==> src/rtl/sdr_cmd_pkg.sv <==
package sdr_cmd_pkg;

    localparam int NUM_BANKS = 2;

    typedef enum logic [3:0] {
        OP_NONE = 4'd0,
        OP_ACT  = 4'd1,
        OP_RD   = 4'd2,
        OP_WR   = 4'd3,
        OP_PRE  = 4'd4,
        OP_BST  = 4'd5,
        OP_REF  = 4'd6,
        OP_SREF = 4'd7,
        OP_MRS  = 4'd8
    } op_e;

    typedef enum logic [3:0] {
        K_IGN,
        K_NOP,
        K_ACT,
        K_RD,
        K_WR,
        K_PRE,
        K_BST,
        K_REF,
        K_MRS
    } kind_e;

endpackage

==> src/rtl/sdr_cmd_decode.sv <==
module sdr_cmd_decode
    import sdr_cmd_pkg::*;
(
    input  logic  cs_n,
    input  logic  ras_n,
    input  logic  cas_n,
    input  logic  we_n,
    output kind_e kind
);

    always_comb begin
        kind = K_NOP;
        if (cs_n) begin
            kind = K_IGN;
        end else begin
            unique case ({ras_n, cas_n, we_n})
                3'b011: kind = K_ACT;
                3'b101: kind = K_RD;
                3'b100: kind = K_WR;
                3'b010: kind = K_PRE;
                3'b110: kind = K_BST;
                3'b001: kind = K_REF;
                3'b000: kind = K_MRS;
                default: kind = K_NOP;
            endcase
        end
    end

endmodule

==> src/rtl/sdr_bank_track.sv <==
module sdr_bank_track #(
    parameter int ROW_W = 11,
    parameter int CNT_W = 3
) (
    input  logic             clk,
    input  logic             rst_n,
    input  logic             open_i,
    input  logic [ROW_W-1:0] row_i,
    input  logic             close_i,
    input  logic             arm_i,
    input  logic [CNT_W-1:0] delay_i,
    output logic             open_o,
    output logic             closing_o,
    output logic [ROW_W-1:0] row_o
);

    typedef struct packed {
        logic             open;
        logic [ROW_W-1:0] row;
        logic [CNT_W-1:0] cnt;
    } bank_t;

    bank_t s_q, s_d;

    always_comb begin
        s_d = s_q;
        if (close_i) begin
            s_d.open = 1'b0;
            s_d.cnt  = '0;
        end else if (open_i) begin
            s_d.open = 1'b1;
            s_d.row  = row_i;
            s_d.cnt  = '0;
        end else if (arm_i) begin
            s_d.cnt = delay_i;
        end else if (s_q.cnt != '0) begin
            s_d.cnt = s_q.cnt - 1'b1;
            if (s_q.cnt == CNT_W'(1)) begin
                s_d.open = 1'b0;
            end
        end
    end

    always_ff @(posedge clk) begin
        if (!rst_n) begin
            s_q <= '0;
        end else begin
            s_q <= s_d;
        end
    end

    assign open_o    = s_q.open;
    assign closing_o = (s_q.cnt != '0);
    assign row_o     = s_q.row;

    // A countdown only runs on an open bank
    assert_closing_needs_open_R7: assert property (@(posedge clk) disable iff (!rst_n)
        closing_o |-> open_o);

    // Arming starts a countdown on the next cycle
    assert_arm_starts_count_R8: assert property (@(posedge clk) disable iff (!rst_n)
        (arm_i && !close_i && !open_i && delay_i != '0) |=> closing_o);

    // Activate opens the bank and holds its row
    assert_open_keeps_row_R4: assert property (@(posedge clk) disable iff (!rst_n)
        (open_i && !close_i) |=> (open_o && row_o == $past(row_i)));

    // Precharge closes immediately
    assert_close_now_R12: assert property (@(posedge clk) disable iff (!rst_n)
        close_i |=> (!open_o && !closing_o));

endmodule

==> src/rtl/sdr_cmd_front.sv <==
module sdr_cmd_front
    import sdr_cmd_pkg::*;
#(
    parameter int ROW_W     = 11,
    parameter int COL_W     = 10,
    parameter int BURST_LEN = 4,
    parameter int WR_RECOV  = 2
) (
    input  logic             clk,
    input  logic             rst_n,
    input  logic             cke,
    input  logic             cs_n,
    input  logic             ras_n,
    input  logic             cas_n,
    input  logic             we_n,
    input  logic [ROW_W:0]   addr,
    output logic             op_valid,
    output logic [3:0]       op_code,
    output logic [1:0]       op_mask,
    output logic [ROW_W-1:0] op_row,
    output logic [COL_W-1:0] op_col,
    output logic             op_autopre,
    output logic             cmd_err,
    output logic [1:0]       bank_open,
    output logic             self_refresh
);

    localparam int BANK_BIT = ROW_W;
    localparam int AP_BIT   = ROW_W - 1;
    localparam int RD_DLY   = BURST_LEN;
    localparam int WR_DLY   = BURST_LEN - 1 + WR_RECOV;
    localparam int MAX_DLY  = (RD_DLY > WR_DLY) ? RD_DLY : WR_DLY;
    localparam int CNT_W    = $clog2(MAX_DLY + 1);

    typedef struct packed {
        logic                 valid;
        op_e                  code;
        logic [NUM_BANKS-1:0] mask;
        logic [ROW_W-1:0]     row;
        logic [COL_W-1:0]     col;
        logic                 ap;
        logic                 err;
        logic                 sref;
    } out_t;

    out_t out_q, out_d;

    kind_e                kind;
    logic                 bsel;
    logic                 ap_bit;
    logic [NUM_BANKS-1:0] sel_mask;
    logic [NUM_BANKS-1:0] open_w;
    logic [NUM_BANKS-1:0] closing_w;
    logic [ROW_W-1:0]     row_w [NUM_BANKS];
    logic [NUM_BANKS-1:0] do_open, do_close, do_arm;
    logic [CNT_W-1:0]     arm_dly;

    sdr_cmd_decode u_dec (
        .cs_n  (cs_n),
        .ras_n (ras_n),
        .cas_n (cas_n),
        .we_n  (we_n),
        .kind  (kind)
    );

    assign bsel   = addr[BANK_BIT];
    assign ap_bit = addr[AP_BIT];

    always_comb begin
        sel_mask       = '0;
        sel_mask[bsel] = 1'b1;
    end

    always_comb begin
        out_d      = '0;
        out_d.code = OP_NONE;
        out_d.sref = out_q.sref;
        do_open    = '0;
        do_close   = '0;
        do_arm     = '0;
        arm_dly    = CNT_W'(RD_DLY);
        if (out_q.sref) begin
            if (cke) begin
                out_d.sref = 1'b0;
            end
        end else begin
            unique case (kind)
                K_ACT: begin
                    if (open_w[bsel]) begin
                        out_d.err = 1'b1;
                    end else begin
                        out_d.valid   = 1'b1;
                        out_d.code    = OP_ACT;
                        out_d.mask    = sel_mask;
                        out_d.row     = addr[ROW_W-1:0];
                        do_open[bsel] = 1'b1;
                    end
                end
                K_RD, K_WR: begin
                    if (!open_w[bsel] || closing_w[bsel]) begin
                        out_d.err = 1'b1;
                    end else begin
                        out_d.valid  = 1'b1;
                        out_d.code   = (kind == K_RD) ? OP_RD : OP_WR;
                        out_d.mask   = sel_mask;
                        out_d.row    = row_w[bsel];
                        out_d.col    = addr[COL_W-1:0];
                        out_d.ap     = ap_bit;
                        do_arm[bsel] = ap_bit;
                        arm_dly      = (kind == K_RD) ? CNT_W'(RD_DLY) : CNT_W'(WR_DLY);
                    end
                end
                K_PRE: begin
                    out_d.valid = 1'b1;
                    out_d.code  = OP_PRE;
                    out_d.mask  = ap_bit ? {NUM_BANKS{1'b1}} : sel_mask;
                    do_close    = out_d.mask;
                end
                K_BST: begin
                    out_d.valid = 1'b1;
                    out_d.code  = OP_BST;
                end
                K_REF: begin
                    if (open_w != '0) begin
                        out_d.err = 1'b1;
                    end else begin
                        out_d.valid = 1'b1;
                        out_d.code  = cke ? OP_REF : OP_SREF;
                        out_d.mask  = {NUM_BANKS{1'b1}};
                        out_d.sref  = !cke;
                    end
                end
                K_MRS: begin
                    if (open_w != '0) begin
                        out_d.err = 1'b1;
                    end else begin
                        out_d.valid = 1'b1;
                        out_d.code  = OP_MRS;
                    end
                end
                default: begin
                end
            endcase
        end
    end

    always_ff @(posedge clk) begin
        if (!rst_n) begin
            out_q      <= '0;
            out_q.code <= OP_NONE;
        end else begin
            out_q <= out_d;
        end
    end

    for (genvar gb = 0; gb < NUM_BANKS; gb++) begin : g_bank
        sdr_bank_track #(
            .ROW_W (ROW_W),
            .CNT_W (CNT_W)
        ) u_bank (
            .clk       (clk),
            .rst_n     (rst_n),
            .open_i    (do_open[gb]),
            .row_i     (addr[ROW_W-1:0]),
            .close_i   (do_close[gb]),
            .arm_i     (do_arm[gb]),
            .delay_i   (arm_dly),
            .open_o    (open_w[gb]),
            .closing_o (closing_w[gb]),
            .row_o     (row_w[gb])
        );
    end

    assign op_valid     = out_q.valid;
    assign op_code      = out_q.code;
    assign op_mask      = out_q.mask;
    assign op_row       = out_q.row;
    assign op_col       = out_q.col;
    assign op_autopre   = out_q.ap;
    assign cmd_err      = out_q.err;
    assign bank_open    = open_w;
    assign self_refresh = out_q.sref;

    // Errors never coincide with a presented operation
    assert_err_excludes_op_R9: assert property (@(posedge clk) disable iff (!rst_n)
        cmd_err |-> !op_valid);

    // An error leaves the bank state untouched when no countdown was running
    assert_err_keeps_state_R9: assert property (@(posedge clk) disable iff (!rst_n)
        (cmd_err && $past(closing_w) == '0) |-> bank_open == $past(bank_open));

    // Deselected edges produce nothing
    assert_cs_quiet_R2: assert property (@(posedge clk) disable iff (!rst_n)
        $past(cs_n) |-> (!op_valid && !cmd_err));

    // Mode set and refresh only on an idle device
    assert_idle_for_global_R10: assert property (@(posedge clk) disable iff (!rst_n)
        (op_valid && (op_code == OP_MRS || op_code == OP_REF || op_code == OP_SREF))
            |-> $past(bank_open) == '0);

    // Activate names one bank and leaves it open
    assert_act_opens_R4: assert property (@(posedge clk) disable iff (!rst_n)
        (op_valid && op_code == OP_ACT) |-> ($onehot(op_mask) && (bank_open & op_mask) != '0));

    // Precharge leaves every named bank closed
    assert_pre_closes_R6: assert property (@(posedge clk) disable iff (!rst_n)
        (op_valid && op_code == OP_PRE) |-> (bank_open & op_mask) == '0);

    // Nothing is accepted while self-refresh persists
    assert_sref_quiet_R11: assert property (@(posedge clk) disable iff (!rst_n)
        (self_refresh && $past(self_refresh)) |-> (!op_valid && !cmd_err));

endmodule

==> config.mk <==
export PLATFORM = sky130hd
export DESIGN_NAME = sdr_cmd_front
export DESIGN_NICKNAME = d
export VERILOG_FILES = /design/src/rtl/sdr_cmd_pkg.sv /design/src/rtl/sdr_cmd_decode.sv /design/src/rtl/sdr_bank_track.sv /design/src/rtl/sdr_cmd_front.sv
export SDC_FILE = /design/constraint.sdc
export NUM_CORES = 1
export LEC_CHECK = 0
export ABC_AREA = 1
export BUFFER_PORTS_ARGS = -buffer_cell sky130_fd_sc_hd__buf_2
export CORE_MARGIN = 1
export CORE_UTILIZATION = 39
export CTS_BUF_LIST = sky130_fd_sc_hd__clkbuf_2
export DETAILED_ROUTE_END_ITERATION = 7
export HOLD_SLACK_MARGIN = 0.12
export SYNTH_ARGS = -nofsm -noshare
export SYNTH_HDL_FRONTEND = slang
export SYNTH_SLANG_ARGS = --single-unit
==> constraint.sdc <==
create_clock -name clk -period 1.5 [get_ports clk]
set_input_delay 0.075 -clock clk [delete_from_list [all_inputs] [get_ports clk]]
set_output_delay 0.075 -clock clk [all_outputs]
set_load 0.005 [all_outputs]
After elaboration in Yosys (flattened, before gate mapping):

Index checks and enable logic that the tools add are counted.

* word-level logic and storage cells: 121
* bits in registers: 61
* input port bits: 19
* output and inout port bits: 33

* mux-type cells: 53
* equal/unequal tests: 17
* magnitude comparators: 3
* bitwise logic cells: 6
* reductions and logical operators: 26
* add/sub/neg operators: 2

Operator list (count)
* two-way mux 11 bit: 3
* case mux 5 bit (6 select lines): 1
* two-way mux 29 bit: 1
* case mux 4 bit (7 select lines): 1
* two-way mux 1 bit: 26
* case mux 11 bit (2 select lines): 1
* two-way mux 18 bit: 1
* two-way mux 2 bit: 9
* == test 4 x 3 -> 1 bit (second input constant): 4
* nonzero test 2 bit: 7
* two-way mux 3 bit: 4
* OR reduction 2 bit: 5
* == test 3 x 1 -> 1 bit (second input constant): 3
* == test 3 bit (second input constant): 3
* == test 4 x 2 -> 1 bit (second input constant): 2
* case mux 2 bit (4 select lines): 1
* two-way mux 7 bit: 1
* == test 3 x 2 -> 1 bit (second input constant): 2
* AND reduction 3 bit: 2
* nonzero test 3 bit: 2
* OR reduction 3 bit: 2
* subtractor 3 x 1 -> 3 bit (second input constant): 2
* two-way mux 5 bit: 1
* == test 4 bit (second input constant): 1
* other kinds (16): 22

Depth between registers and ports, before layout:

* depth in word-level cells: 10
* gate-level depth with buffers: 10
* mapped depth without buffers: 10

Modules after synthesis:

Synthesis repeated with hierarchy kept, for this count alone.

* cells, all modules: 449
* area, all modules: 3196.8 um^2

Modules (own cells, without submodules)
* sdr_cmd_front: instances 1, seq. area each 620.6 um^2, area an instance 1626.6 um^2, cells each 230
* sdr_bank_track: instances 2, seq. area each 300.3 um^2, area an instance 749.5 um^2, cells each 101
* sdr_cmd_decode: instances 1, seq. area each 0.0 um^2, area an instance 71.3 um^2, cells each 17

Worst setup path before layout:

No wires, ideal clock.

* kind: reg-to-reg
* start: register g_bank[1].u_bank.s_q[0] (netlist bit)
* end: register out_q (netlist bit op_row[1])
* period minus slack after synthesis: 1313 ps
* setup slack: 187 ps
* arrival time: 1175 ps
* setup time: 139 ps
* path buffers: 1
* required time: 1361 ps
* cell stages (with the launch flop): 10
* cells stage by stage: dfxtp_1 -> inv_1 -> ha_1 -> nand2_1 -> nand2_1 -> nand3_2 -> inv_1 -> buf_4 -> nand3_1 -> a21oi_1

* word-level cells in the longest chain between the ends: 6

Ends and longest elaborated chain
* start, declared: RTL line sdr_bank_track.sv:23 `bank_t s_q, s_d;`
* start signal, assigned: RTL line sdr_bank_track.sv:46 `s_q <= '0;`
* start signal, assigned: RTL line sdr_bank_track.sv:48 `s_q <= s_d;`
* nonzero test 3 bit: RTL line sdr_bank_track.sv:53 `assign closing_o = (s_q.cnt != '0);`
* two-way mux 1 bit (not written as such) (2 in series): RTL line sdr_cmd_front.sv:100 `if (!open_w[bsel] || closing_w[bsel]) begin`
* logical OR 1 bit: RTL line sdr_cmd_front.sv:100
* two-way mux 29 bit: RTL line sdr_cmd_front.sv:100
* case mux 11 bit (2 select lines): RTL line sdr_cmd_front.sv:87 `unique case (kind)`
* end signal, assigned: RTL line sdr_cmd_front.sv:152 `out_q <= out_d;`
* end, declared: RTL line sdr_cmd_front.sv:46 `out_t out_q, out_d;`

Every way passes these cells. The select of a mux whose other input is x is not followed.
A chain may end at the register's enable or synchronous reset.

Worst setup path in the final report:

* start: register g_bank[0].u_bank.s_q[0] (netlist bit)
* end: register g_bank[0].u_bank.s_q[0] (netlist bit)

* word-level cells in the longest chain between the ends: 8
* elaborated cells on any way between the ends: 14
* classes of those cells: 1 x add/sub; 10 x mux; 3 x reduce/logical

Ends and longest elaborated chain
* start, declared: RTL line sdr_bank_track.sv:23
* start signal, assigned: RTL line sdr_bank_track.sv:46
* start signal, assigned: RTL line sdr_bank_track.sv:48
* nonzero test 3 bit: RTL line sdr_bank_track.sv:36, sdr_bank_track.sv:53
* two-way mux 1 bit (not written as such) (2 in series): RTL line sdr_cmd_front.sv:100
* logical OR 1 bit: RTL line sdr_cmd_front.sv:100
* two-way mux 1 bit / two-way mux 2 bit (equally long branches): RTL line sdr_cmd_front.sv:100
* two-way mux 1 bit / two-way mux 2 bit (equally long branches): RTL line sdr_cmd_front.sv:87
* two-way mux 1 bit / two-way mux 2 bit (equally long branches): RTL line sdr_cmd_front.sv:82 `if (out_q.sref) begin`
* two-way mux 3 bit / nonzero test 2 bit (equally long branches)

Several ways; a longest one is shown, not always the timed one. The select of a mux whose other input is x is not followed.

==> flow_metrics.py <==
metrics = {
    "outcome": {
        "status": "finished, violations left",
        "violations": "DRC",
    },
    "yosys": {
        "synth_top_family_by_area": "simple AND/OR/NAND/NOR gates",
        "synth_fa_ha_area_share_pct": 2.84,
        "synth_xor_xnor_area_share_pct": 0.662,
        "syn_inst": 342,
        "synth_simple_gate_area_share_pct": 21.6,
        "synth_compound_area_share_pct": 17.5,
        "synth_area_leader_cell": "dfxtp_1",
        "synth.distinct_cells": 33,
        "synthTopCellsByArea": "dfxtp_1, nand2_1, inv_1",
        "synth_seq_cells": 61,
        "synth_area_um2": 2650,
        "yosysSeqAreaShare_pct": 46.2,
        "syn_nets": 367,
        "muxShareOfSynthArea_pct": 0,
        "ys_warn_count": 0,
        "synth_top_cell_area_share_pct": 46.2,
        "synth.avg_cell_area_um2": 7.73,
    },
    "setup_path": {
        "worstPathCellList": "inv_2 > ha_2 > nand2_2 > inv_1 > nand4_1 > nor2_2 > nand2_1 > nand2_1 > nor2_1",
        "cpPeakStageDelay_ps": 360,
        "start_kind": "flip-flop",
        "crit_top_cell": "nand2_1",
        "path_max_fanout": 4,
        "required_ps": 1910,
        "reg2reg_depth": 9,
        "critPathCaptureType": "flip-flop",
        "cp_slowest_cell": "dfxtp_2",
        "crit_arrival_ps": 1830,
        "critPathKind": "reg2reg",
    },
    "grt": {
        "grt_pass1_vias": 2300,
        "grt_overflow": 0,
        "grt.total_usage_pct": 18.9,
        "antenna_found_initial": 0,
        "grt_pass1_wl_um": 10500,
        "grt_max_degree": 26,
    },
    "detailed_routing": {
        "viasPerCell": 4.78,
        "detail_route.wl_per_cell_um": 12.6,
        "drtIter0Drc": 142,
        "drc": 1,
        "antenna_left": 0,
        "postRouteWirelength_um": 6350,
        "drtPass1Iterations": 6,
        "vias": 2412,
    },
    "flow_run": {
        "maxCapViolations": 0,
    },
    "floorplanning": {
        "core_area_um2": 6460,
        "start_util_pct": 41.0,
        "dieArea_um2": 7120,
        "ios": 52,
        "num_rows": 29,
        "die_x_um": 84.4,
        "dieHeight_um": 84.4,
    },
    "placement": {
        "placed_area_um2": 3020,
        "post-place-ws_ps": -6.04,
        "numPortBuffers": 51,
        "gp_congestion": 0.824,
        "place.detailed.hpwl_um": 4360,
    },
    "cells_and_area": {
        "multi_input_area_um2": 1150,
        "drive_above_1_share_pct": 27.6,
        "layout_common_cells": "dfxtp_1, nand2_1, buf_2, inv_1, a21oi_1",
        "final_common_cell": "dfxtp_1",
        "nFillCells": 630,
        "antenna_cells": 0,
        "areaGrowthSynthToFinish_pct": 27.5,
        "seqCellArea_um2": 1220,
        "nets": 448,
        "final_util_pct": 52.2,
        "final_area_um2": 3370,
    },
    "clock_network": {
        "worst_skew_pair.late_latency_ps": 510,
        "clk_pin_slew_ps": 160,
        "clk_path_buf_depth": 2,
        "cts_inserted_buffers": 9,
        "cts.htree.levels": 3,
        "cts_tree": "built",
        "cts_root_buf": "clkbuf_2",
        "clock-sinks": 61,
    },
    "timing": {
        "setup_viol_count_final": 0,
        "fin_crit_ps": 1420,
        "hold_violations": 0,
        "period_share_pct": 94.5,
        "slew_violations": 0,
        "fin_ws_ps": 82.6,
        "fin_hold_ws_ps": 282,
        "fmax_ghz": 0.706,
        "worst_pin_slew_ps": 465,
        "slew_headroom_pct": 68.8,
        "fin_worst_skew_ps": 13.5,
    },
    "pwr": {
        "powerDensity_nw_per_um2": 1140,
        "p_leak_uw": 0.00156,
        "ir_drop_mv": 0.583,
        "power.total_uw": 3830,
    },
    "min_path": {
        "hp-class": "in2reg",
        "min_path_cells": 3,
    },
}
## worst max-delay path: cells and delay by family, from the launching register on
family,cells,cell delay [ps]
simple gates,6,630
fa+ha+maj,1,180
buf+inv,2,150
flops,1,360
## per-stage QoR
step | setup TNS [ps] | instances
floorplan | 0 | 342
global placement | 0 | 470
detailed placement | -6.04 | 470
CTS | 0 | 504
global route | -63.3 | 505
finish | 0 | 505
## cells in the mapped netlist
library cell / instances
dfxtp_1: 61
o21ai_1: 9
a31oi_1: 1
a21oi_2: 8
clkbuf_1: 3
nor3_1: 2
nand4_4: 1
nand3_1: 17
ha_1: 6
nand4_1: 3
a21oi_1: 32
buf_6: 4
nand2_2: 4
buf_4: 4
clkinv_4: 1
inv_2: 2
a211oi_1: 1
o21a_1: 1
nor4_1: 1
nor2_1: 31
nor2_4: 2
o211ai_1: 2
buf_2: 3
buf_1: 1
inv_1: 46
nand2_1: 56
nor3b_1: 1
nand4_2: 1
o21ai_0: 30
clkinv_2: 1
xor2_1: 2
nor2_2: 4
nand3_2: 1
## state kept, by name (all words and copies together), names as in the netlist
register	cells
g_bank.u_bank.row_o	22
op_row	11
op_col	10
g_bank.u_bank.s_q	6
op_code	4
g_bank.u_bank.open_o	2
op_mask	2
cmd_err	1
op_autopre	1
op_valid	1
self_refresh	1
## final timing paths
check / slack, ps / endpoint / from
worst min-delay path: 280 / self_refresh$_SDFF_PN0_ / cke
worst max register to register: 80 / g_bank[0].u_bank.s_q[0]$_SDFFE_PP0P_ / g_bank[0].u_bank.s_q[0]$_SDFFE_PP0P_
worst max-delay path: 80 / g_bank[0].u_bank.s_q[0]$_SDFFE_PP0P_ / g_bank[0].u_bank.s_q[0]$_SDFFE_PP0P_
worst min register to register: 460 / g_bank[0].u_bank.row_o[4]$_SDFFE_PN0P_ / g_bank[0].u_bank.row_o[4]$_SDFFE_PN0P_
## kinds of logic after synthesis
family,count (synthesis)
buf+inv,65
fa+ha+maj,6
xor+xnor,2
compound gates,84
simple gates,124
flops,61
## routing by layer
| layer | part of all wire (%) | global-route usage (%) | up-vias |
|---|---|---|---|
| met5 | 0 | 0 | - |
| met4 | 2.3 | 10.0 | 0 |
| met3 | 5.5 | 3.15 | 12 |
| met2 | 47 | 30.8 | 62 |
| met1 | 46 | 24.0 | 1076 |
| li1 | - | - | 1262 |
## cell type report
type	instances	area share, %
tap	77	2.86
sequential	61	36.3
timing repair buffer	85	16.8
clock inverter	7	2.67
multi-input combinational	216	34.2
clock buffer	9	1.34
inverter	50	5.75
## repair_timing
item	CTS	global route
hold buffers	18	0
setup endpoints to repair	11	28
endpoints found under the hold margin	61	0
pin swaps	0	1
resized for setup	2	13
buffers inserted	0	1
## power breakdown
| part | total [uW] | leakage (uW) | switching, uW | internal, uW |
|---|---|---|---|---|
| combinational | 873 | 0.000985 | 484 | 389 |
| clock | 1170 | 0.0000793 | 629 | 543 |
| sequential | 1780 | 0.000495 | 63.5 | 1720 |
| total | 3830 | 0.00156 | 1180 | 2650 |
No activity file was read; power rests on OpenSTA's default activity.
